--- config.mk ---
export PLATFORM = sky130hd
export DESIGN_NAME = prd_dma_engine
export DESIGN_NICKNAME = d
export VERILOG_FILES = /design/src/rtl/prd_dma_engine.sv
export SDC_FILE = /design/constraint.sdc
export NUM_CORES = 1
export LEC_CHECK = 0
export ABC_AREA = 1
export BUFFER_PORTS_ARGS = -buffer_cell sky130_fd_sc_hd__buf_2
export CORE_UTILIZATION = 35
export CTS_CLUSTER_DIAMETER = 120
export DETAILED_ROUTE_END_ITERATION = 16
export GPL_TIMING_DRIVEN = 1
export PLACE_DENSITY_LB_ADDON = 0.05
export SLEW_MARGIN = 20
export SYNTH_ARGS = -nofsm -noshare
export SYNTH_HDL_FRONTEND = slang
export SYNTH_SLANG_ARGS = --single-unit
--- constraint.sdc ---
create_clock -name clk -period 6.01 [get_ports clk]
set_clock_uncertainty 0.1 [all_clocks]
set_input_delay 0.3005 -clock clk [delete_from_list [all_inputs] [get_ports clk]]
set_output_delay 0.3005 -clock clk [all_outputs]
set_load 0.01 [all_outputs]
--- src/rtl/prd_dma_engine.sv ---
module prd_dma_engine #(
  parameter int PAGE_BYTES = 4096,
  parameter int BACKOFF    = 4,
  parameter int CMD_W      = 18,
  parameter int DCNT_W     = 16,
  parameter int CNT_W      = 32,
  localparam int PG_W      = $clog2(PAGE_BYTES),
  localparam int LEN_W     = PG_W + 1
) (
  input  logic              clk,
  input  logic              rst_n,
  input  logic              start,
  input  logic [31:0]       tbl_base,
  input  logic              to_mem,
  input  logic [CMD_W-1:0]  cmd_bytes,
  input  logic              abort,
  output logic              mem_req,
  output logic              mem_we,
  output logic              mem_desc,
  output logic [31:0]       mem_addr,
  output logic [LEN_W-1:0]  mem_len,
  input  logic              mem_busy,
  input  logic              mem_ack,
  input  logic [31:0]       dsc_base,
  input  logic [DCNT_W-1:0] dsc_count,
  input  logic              dsc_eot,
  output logic              busy,
  output logic              done,
  output logic              err,
  output logic              start_ign,
  output logic [CNT_W-1:0]  rd_txn,
  output logic [CNT_W-1:0]  rd_bytes,
  output logic [CNT_W-1:0]  rd_full,
  output logic [CNT_W-1:0]  wr_txn,
  output logic [CNT_W-1:0]  wr_bytes,
  output logic [CNT_W-1:0]  wr_full
);
  localparam int DESC_BYTES = 8;
  localparam int BO_W = $clog2(BACKOFF + 1);

  typedef enum logic [2:0] {S_IDLE, S_FETCH, S_FWAIT, S_BURST, S_BWAIT, S_BACK} st_t;

  st_t               st;
  logic              ret_fetch, eot, dir;
  logic [31:0]       ptr, addr;
  logic [DCNT_W-1:0] left;
  logic [CMD_W-1:0]  cmd_left;
  logic [BO_W-1:0]   bo;
  logic [LEN_W-1:0]  room, chunk;

  assign room     = LEN_W'(PAGE_BYTES) - LEN_W'(addr[PG_W-1:0]);
  assign chunk    = ((DCNT_W+1)'(left) < (DCNT_W+1)'(room)) ? LEN_W'(left) : room;
  assign mem_desc = (st == S_FETCH);
  assign mem_req  = (st == S_FETCH || st == S_BURST) && !mem_busy;
  assign mem_we   = dir && !mem_desc;
  assign mem_addr = mem_desc ? ptr : addr;
  assign mem_len  = mem_desc ? LEN_W'(DESC_BYTES) : chunk;
  assign busy     = (st != S_IDLE);

  always_ff @(posedge clk) begin
    if (!rst_n) begin
      st <= S_IDLE;
      ret_fetch <= 1'b0;
      eot <= 1'b0;
      dir <= 1'b0;
      ptr <= '0;
      addr <= '0;
      left <= '0;
      cmd_left <= '0;
      bo <= '0;
      done <= 1'b0;
      err <= 1'b0;
      start_ign <= 1'b0;
      rd_txn <= '0;
      rd_bytes <= '0;
      rd_full <= '0;
      wr_txn <= '0;
      wr_bytes <= '0;
      wr_full <= '0;
    end else begin
      done <= 1'b0;
      err <= 1'b0;
      start_ign <= start && busy;
      if (abort && busy) begin
        err <= 1'b1;
        st <= S_IDLE;
      end else begin
        case (st)
          S_IDLE: if (start) begin
            ptr <= tbl_base & ~32'h3;
            cmd_left <= cmd_bytes;
            dir <= to_mem;
            st <= S_FETCH;
          end
          S_FETCH: if (mem_busy) begin
            bo <= BO_W'(BACKOFF - 1);
            ret_fetch <= 1'b1;
            st <= S_BACK;
          end else st <= S_FWAIT;
          S_FWAIT: if (mem_ack) begin
            addr <= dsc_base;
            left <= dsc_count;
            eot <= dsc_eot;
            ptr <= ptr + 32'(DESC_BYTES);
            if (dsc_count != '0) st <= S_BURST;
            else if (!dsc_eot) st <= S_FETCH;
            else begin
              st <= S_IDLE;
              done <= (cmd_left == '0);
              err <= (cmd_left != '0);
            end
          end
          S_BURST: if (mem_busy) begin
            bo <= BO_W'(BACKOFF - 1);
            ret_fetch <= 1'b0;
            st <= S_BACK;
          end else st <= S_BWAIT;
          S_BWAIT: if (mem_ack) begin
            addr <= addr + 32'(chunk);
            left <= left - DCNT_W'(chunk);
            cmd_left <= cmd_left - CMD_W'(chunk);
            if (dir) begin
              wr_txn <= wr_txn + 1'b1;
              wr_bytes <= wr_bytes + CNT_W'(chunk);
              if (chunk == LEN_W'(PAGE_BYTES)) wr_full <= wr_full + 1'b1;
            end else begin
              rd_txn <= rd_txn + 1'b1;
              rd_bytes <= rd_bytes + CNT_W'(chunk);
              if (chunk == LEN_W'(PAGE_BYTES)) rd_full <= rd_full + 1'b1;
            end
            if (left != DCNT_W'(chunk)) st <= S_BURST;
            else if (!eot) st <= S_FETCH;
            else begin
              st <= S_IDLE;
              done <= (cmd_left == CMD_W'(chunk));
              err <= (cmd_left != CMD_W'(chunk));
            end
          end
          S_BACK: if (bo == '0) st <= ret_fetch ? S_FETCH : S_BURST;
                  else bo <= bo - 1'b1;
          default: st <= S_IDLE;
        endcase
      end
    end
  end
endmodule

**After elaboration in Yosys (flattened, before gate mapping)**

Index checks and enable logic that the tools add are counted.

- Register bits: 302
- Bits of input ports: 106
- Output and inout bits: 244
- Logic and storage cells: 131

- Add/sub/neg operators: 12
- $lt $le $gt $ge: 1
- Eq/ne operators: 17
- Multiplexer cells: 48
- Bitwise gates (word level): 3
- Reductions and logical operators: 32

Operators by type and width:

| operator | count |
|---|---|
| 32-bit 2-to-1 mux | 5 |
| 32-bit by 1-bit adder with 32-bit output (second input constant) | 4 |
| 32-bit case mux with 2 select lines | 2 |
| 32-bit by 13-bit adder with 32-bit output | 3 |
| 18-bit 2-to-1 mux | 2 |
| 18-bit case mux with 2 select lines | 1 |
| 32-bit by 4-bit adder with 32-bit output (second input constant) | 1 |
| 16-bit 2-to-1 mux | 2 |
| 16-bit case mux with 2 select lines | 1 |
| 4-bit AND reduction | 8 |
| 13-bit 2-to-1 mux | 2 |
| 3-bit 2-to-1 mux | 7 |
| 18-bit by 13-bit equality test with 1-bit output | 1 |
| 18-bit zero test | 1 |
| 1-bit 2-to-1 mux | 18 |
| 18-bit by 13-bit != test with 1-bit output | 1 |
| 3-bit case mux with 6 select lines | 1 |
| 18-bit nonzero test | 1 |
| 18-bit by 13-bit subtractor with 18-bit output | 1 |
| 16-bit by 13-bit less-than comparator with 1-bit output | 1 |
| 16-bit by 13-bit != test with 1-bit output | 1 |
| 16-bit nonzero test | 1 |
| 16-bit by 13-bit subtractor with 16-bit output | 1 |
| 13-bit equality test (second input constant) | 1 |
| 20 further kinds | 46 |

**Longest topological paths before layout**

- Depth after elaboration: 9
- Mapped depth: 38
- Mapped depth without buffers: 37

**Least setup slack after synthesis**

Ideal clock, no wire load.

- Path type: register to register
- From: register addr[0]
- To: register rd_bytes[30]
- Library setup time: 0.080 ns
- Arrival time: 5.058 ns
- Required time: 5.830 ns
- Slack: 0.772 ns
- Stages on the path, launching flop included: 36
- Buffers on the path: 1
- Clock period less this slack: 5.238 ns
- Cell sequence: dfxtp_1 -> inv_2 -> ha_1 -> nand2_1 -> nor2_1 -> nand3_1 -> nor2_1 -> inv_1 -> ha_1 -> nand2_1 -> nor3_1 -> nand3_1 -> nor2_1 -> a21oi_4 -> nand2_4 -> buf_6 -> o21ai_2 -> inv_1 -> ha_1 -> fa_1 -> nand3_1 -> nand2_1 -> a21boi_0 -> o21ai_0 -> a21boi_0 -> o21ai_0 -> a21oi_1 -> nor3_1 -> and3_1 -> nand2_1 -> inv_1 -> nand2_1 -> nor2_1 -> nand3_1 -> o21bai_1 -> nor3b_1

- Word-level cells in the longest chain between the ends: 4

RTL lines:

| item | line | RTL |
|---|---|---|
| from (decl) | 45 | `logic [31:0] ptr, addr;` |
| from (signal assigned) | 101 | `addr <= dsc_base;` |
| from (signal assigned) | 119 | `addr <= addr + 32'(chunk);` |
| 13-bit by 12-bit subtractor with 13-bit output * | 51 | `assign room = LEN_W'(PAGE_BYTES) - LEN_W'(addr[PG_W-1:0]);` |
| 16-bit by 13-bit less-than comparator with 1-bit output | 52 | `assign chunk = ((DCNT_W+1)'(left) < (DCNT_W+1)'(room)) ? LEN_W'(left) : room;` |
| 13-bit 2-to-1 mux * | 52 |  |
| 32-bit by 13-bit adder with 32-bit output * | 128 | `rd_bytes <= rd_bytes + CNT_W'(chunk);` |
| to (signal assigned) | 128 |  |
| to (decl) | 32 | `output logic [CNT_W-1:0] rd_bytes,` |

Mark *: on every way between the ends. The rest lies on a longest branch, timed or not.
A chain may end at the register's enable or synchronous reset.

**Worst setup path after layout**

Same ends and word-level chain as after synthesis.

==> results by group <==
Run status
  – Status: complete, no violations

GRT
  – Largest net degree at the start of global routing: 69
  – Vias in the first global route: 21218
  – First-pass GRT wire length: 120000 um
  – Busiest grt layer: met2
  – Grt met3 use: 0.0541
  – GRT overflow: 0
  – Met1 GRT Util: 0.324
  – Gr usage total: 0.255
  – Initial antenna violation count: 6
  – Met2 GRT Util: 0.423

Setup path
  – Internal reg-to-reg setup slack: 0.48 ns
  – Worst r2r path cells: 32
  – Reg2reg start: addr[0]$_SDFFE_PN0P_
  – Critical path class: reg -> reg
  – Setup crit start kind: flip-flop
  – Critical path data arrival time: 5.93 ns
  – CP most frequent cell: nand2_1
  – Crit path max fanout: 17
  – WP buf/inv: 4
  – CP max stage delay: 0.37 ns
  – CP top delay family: simple AND/OR/NAND/NOR gates
  – FF-to-FF End: rd_bytes[30]$_SDFFE_PN0P_
  – Worst Path Required: 6.41 ns
  – Worst path slowest cell: ha_1
  – CP endpoint kind: flip-flop

Route
  – WL/cell: 17.6 um
  – Drc violations: 0
  – Initial drt markers: 1170
  – Via/cell ratio: 5.08
  – Detailed Routing Iterations Pass 1: 5
  – Routed WL: 78000 um
  – Final antenna-violating net count: 0
  – Via count: 22551

Clock network
  – Root Driver: clkbuf_16
  – TritonCTS Buffers: 40
  – CTS Sinks: 300
  – CTS tree: done
  – Clock-pin slew on the worst setup and hold paths: 0.06 ns
  – CTS max path bufs: 3
  – H-tree depth: 2
  – Worst skew pair latency: 0.58 ns

Floorplanning
  – Row cnt: 88
  – Initial Util: 0.354
  – Ports: 350
  – Die Ht: 244 um
  – Die ar.: 59500 um^2
  – Die Wd: 244 um
  – Core area: 57800 um^2

Finish
  – Nets: 3821
  – Final cell count without fillers: 4438
  – Post-layout util: 0.432
  – Area Growth Syn to Fin: 22.0%
  – Layout cell share with drive strength beyond 1: 0.148
  – Final instance area: 25000 um^2

Power and ir drop
  – Combinational power share: 0.553
  – Sequential fraction of design power: 0.213
  – Leak pwr: 11.0 nW
  – Switching pwr: 5.53 mW
  – Clock share of power: 0.234
  – Int Pwr: 5.91 mW
  – Sw Share: 0.483
  – Power Density: 458 nW/um^2
  – Max VDD drop: 0.349 mV

Yosys
  – Area leader, netlist: dfxtp_1
  – Syn avg cell area: 6.26 um^2
  – Most frequent cell after synthesis: nand2_1
  – Synth warn: 0
  – Cell variety after synth: 58
  – Mapped Nets: 3452
  – Fraction of registers with async set/reset: 0
  – Post-synthesis sequential area ratio: 0.293
  – EDFF count, synth: 0
  – Top cell type's share of synthesized area: 0.293
  – Mapped Area: 20500 um^2
  – Ranking of synthesized cells by area: dfxtp_1, nand2_1, inv_1, nor2_1, a21oi_1
  – Post-synthesis cell count: 3274
  – Commonest cells post-synth: nand2_1, inv_1, nor2_1
  – Dominant synthesized flop cell: dfxtp_1
  – Yosys reg bits: 300

STA
  – Slew HR: 0.271
  – Post-Route Setup TNS: 0 ns
  – Setup violations, final: 0
  – Final period utilization: 0.920
  – Min Tclk post-route: 5.53 ns
  – RSZ-0062 raised after global routing: no
  – Endpoints failing hold: 0
  – Max Clk Rate: 181 MHz
  – Worst-Margin Slew: 1.08 ns
  – Final setup margin: 0.478 ns
  – Slew Viols, Final: 0

Min path
  – Hold path endpoint: left[6]$_SDFFE_PN0P_
  – Hold_sp: dsc_count[6]
  – Hold Crit Class: in -> reg
  – Hold path depth: 5

Flow run
  – Max cap viols: 0

Placement
  – I/O Buffers: 347
  – Inst Count DP: 4323
  – Routability Congestion: 0.897
  – Worst slack, placed: -0.0484 ns
  – DP Area: 23100 um^2
  – Detailed Place HPWL: 59900 um
cells by family (layout without fill, tap and decap cells):
group                      after synthesis  count (layout)  synth area share
buffers and inverters                  532             930             0.101
adders and majority gates               72              72            0.0443
xor gates and xnor gates               116             116            0.0496
and+or+nand+nor                       1620            1620             0.337
AOI/OAI and AO/OA                      634             634             0.176
other                                    0               1                 0
DFF                                    300             300             0.293
per-stage QoR:
step | hold WS, ns | power, mW
floorplan | 0.328 | 6.78
global placement | 0.351 | 8.74
CTS | 0.000868 | 11.5
detailed placement | 0.357 | 8.76
global route | 0.0305 | 12.4
finish | 0.0276 | 11.4
layout make-up:
cell class              count  area [um^2]
fillers                  6270        32800
multi-input cells        2442        12500
flip-flops and latches    300         6010
repair buffers            426         2440
inverters                 433         1640
clock buffers              55         1160
well taps                 765          957
clock inverters            16          309
diodes                      1         2.50
sequential cells by signal (all words and copies together) (netlist names), 16 cells and up:
register  cells
addr         32
rd_bytes     32
rd_full      32
rd_txn       32
wr_bytes     32
wr_full      32
wr_txn       32
ptr          30
cmd_left     18
left         16
layer usage:
metal	part of all wire	up-vias
met5	0.00083	-
met4	0.034	10
met3	0.063	141
met2	0.46	569
met1	0.44	10333
li1	-	11498
worst max path at each step:
stage | slack, ns | from | endpoint | depth (start not counted)
6_report | 0.48 | addr[0]$_SDFFE_PN0P_ | rd_bytes[30]$_SDFFE_PN0P_ | 32
5_1_grt | 0.07 | addr[0]$_SDFFE_PN0P_ | rd_bytes[30]$_SDFFE_PN0P_ | 32
4_1_cts | 0.04 | addr[0]$_SDFFE_PN0P_ | rd_bytes[30]$_SDFFE_PN0P_ | 33
3_5_place_dp | -0.05 | addr[0]$_SDFFE_PN0P_ | rd_bytes[30]$_SDFFE_PN0P_ | 33
3_3_place_gp | 0.18 | addr[0]$_SDFFE_PN0P_ | rd_bytes[30]$_SDFFE_PN0P_ | 33
2_1_floorplan | 0.77 | addr[0]$_SDFFE_PN0P_ | rd_bytes[30]$_SDFFE_PN0P_ | 35
power by group through the flow:
stage               Combinational [mW]  Clock (mW)  Sequential [mW]
floorplan                         4.38           0             2.40
global route                      7.11        2.82             2.47
CTS                               6.33        2.75             2.44
global placement                  6.27           0             2.48
detailed placement                6.28           0             2.48
finish                            6.33        2.67             2.44
layout by cell type (no fill, tap or decap), drive strengths merged, types with 53 or more instances in the layout:
master,n
o21ai,221
nor3,118
a21oi,289
nand3,174
clkbuf,55
nand2,805
dfxtp,300
ha,71
xor2,82
inv,431
nor2,405
buf,383
nand4,53
worst min-delay path, stage by stage:
cell,delay (ns)
buf_2,0.10
inv_1,0.06
a21oi_1,0.06
nand2_1,0.06
a21oi_1,0.05
timing repair:
action / in CTS / in global routing
resized for setup: 1 / 10
endpoints found under the setup margin: 2 / 7
buffers inserted: 0 / 0
hold endpoints to repair: 43 / 0
hold buffers: 43 / 0
Note: power is estimated with default switching activity, not from simulation.
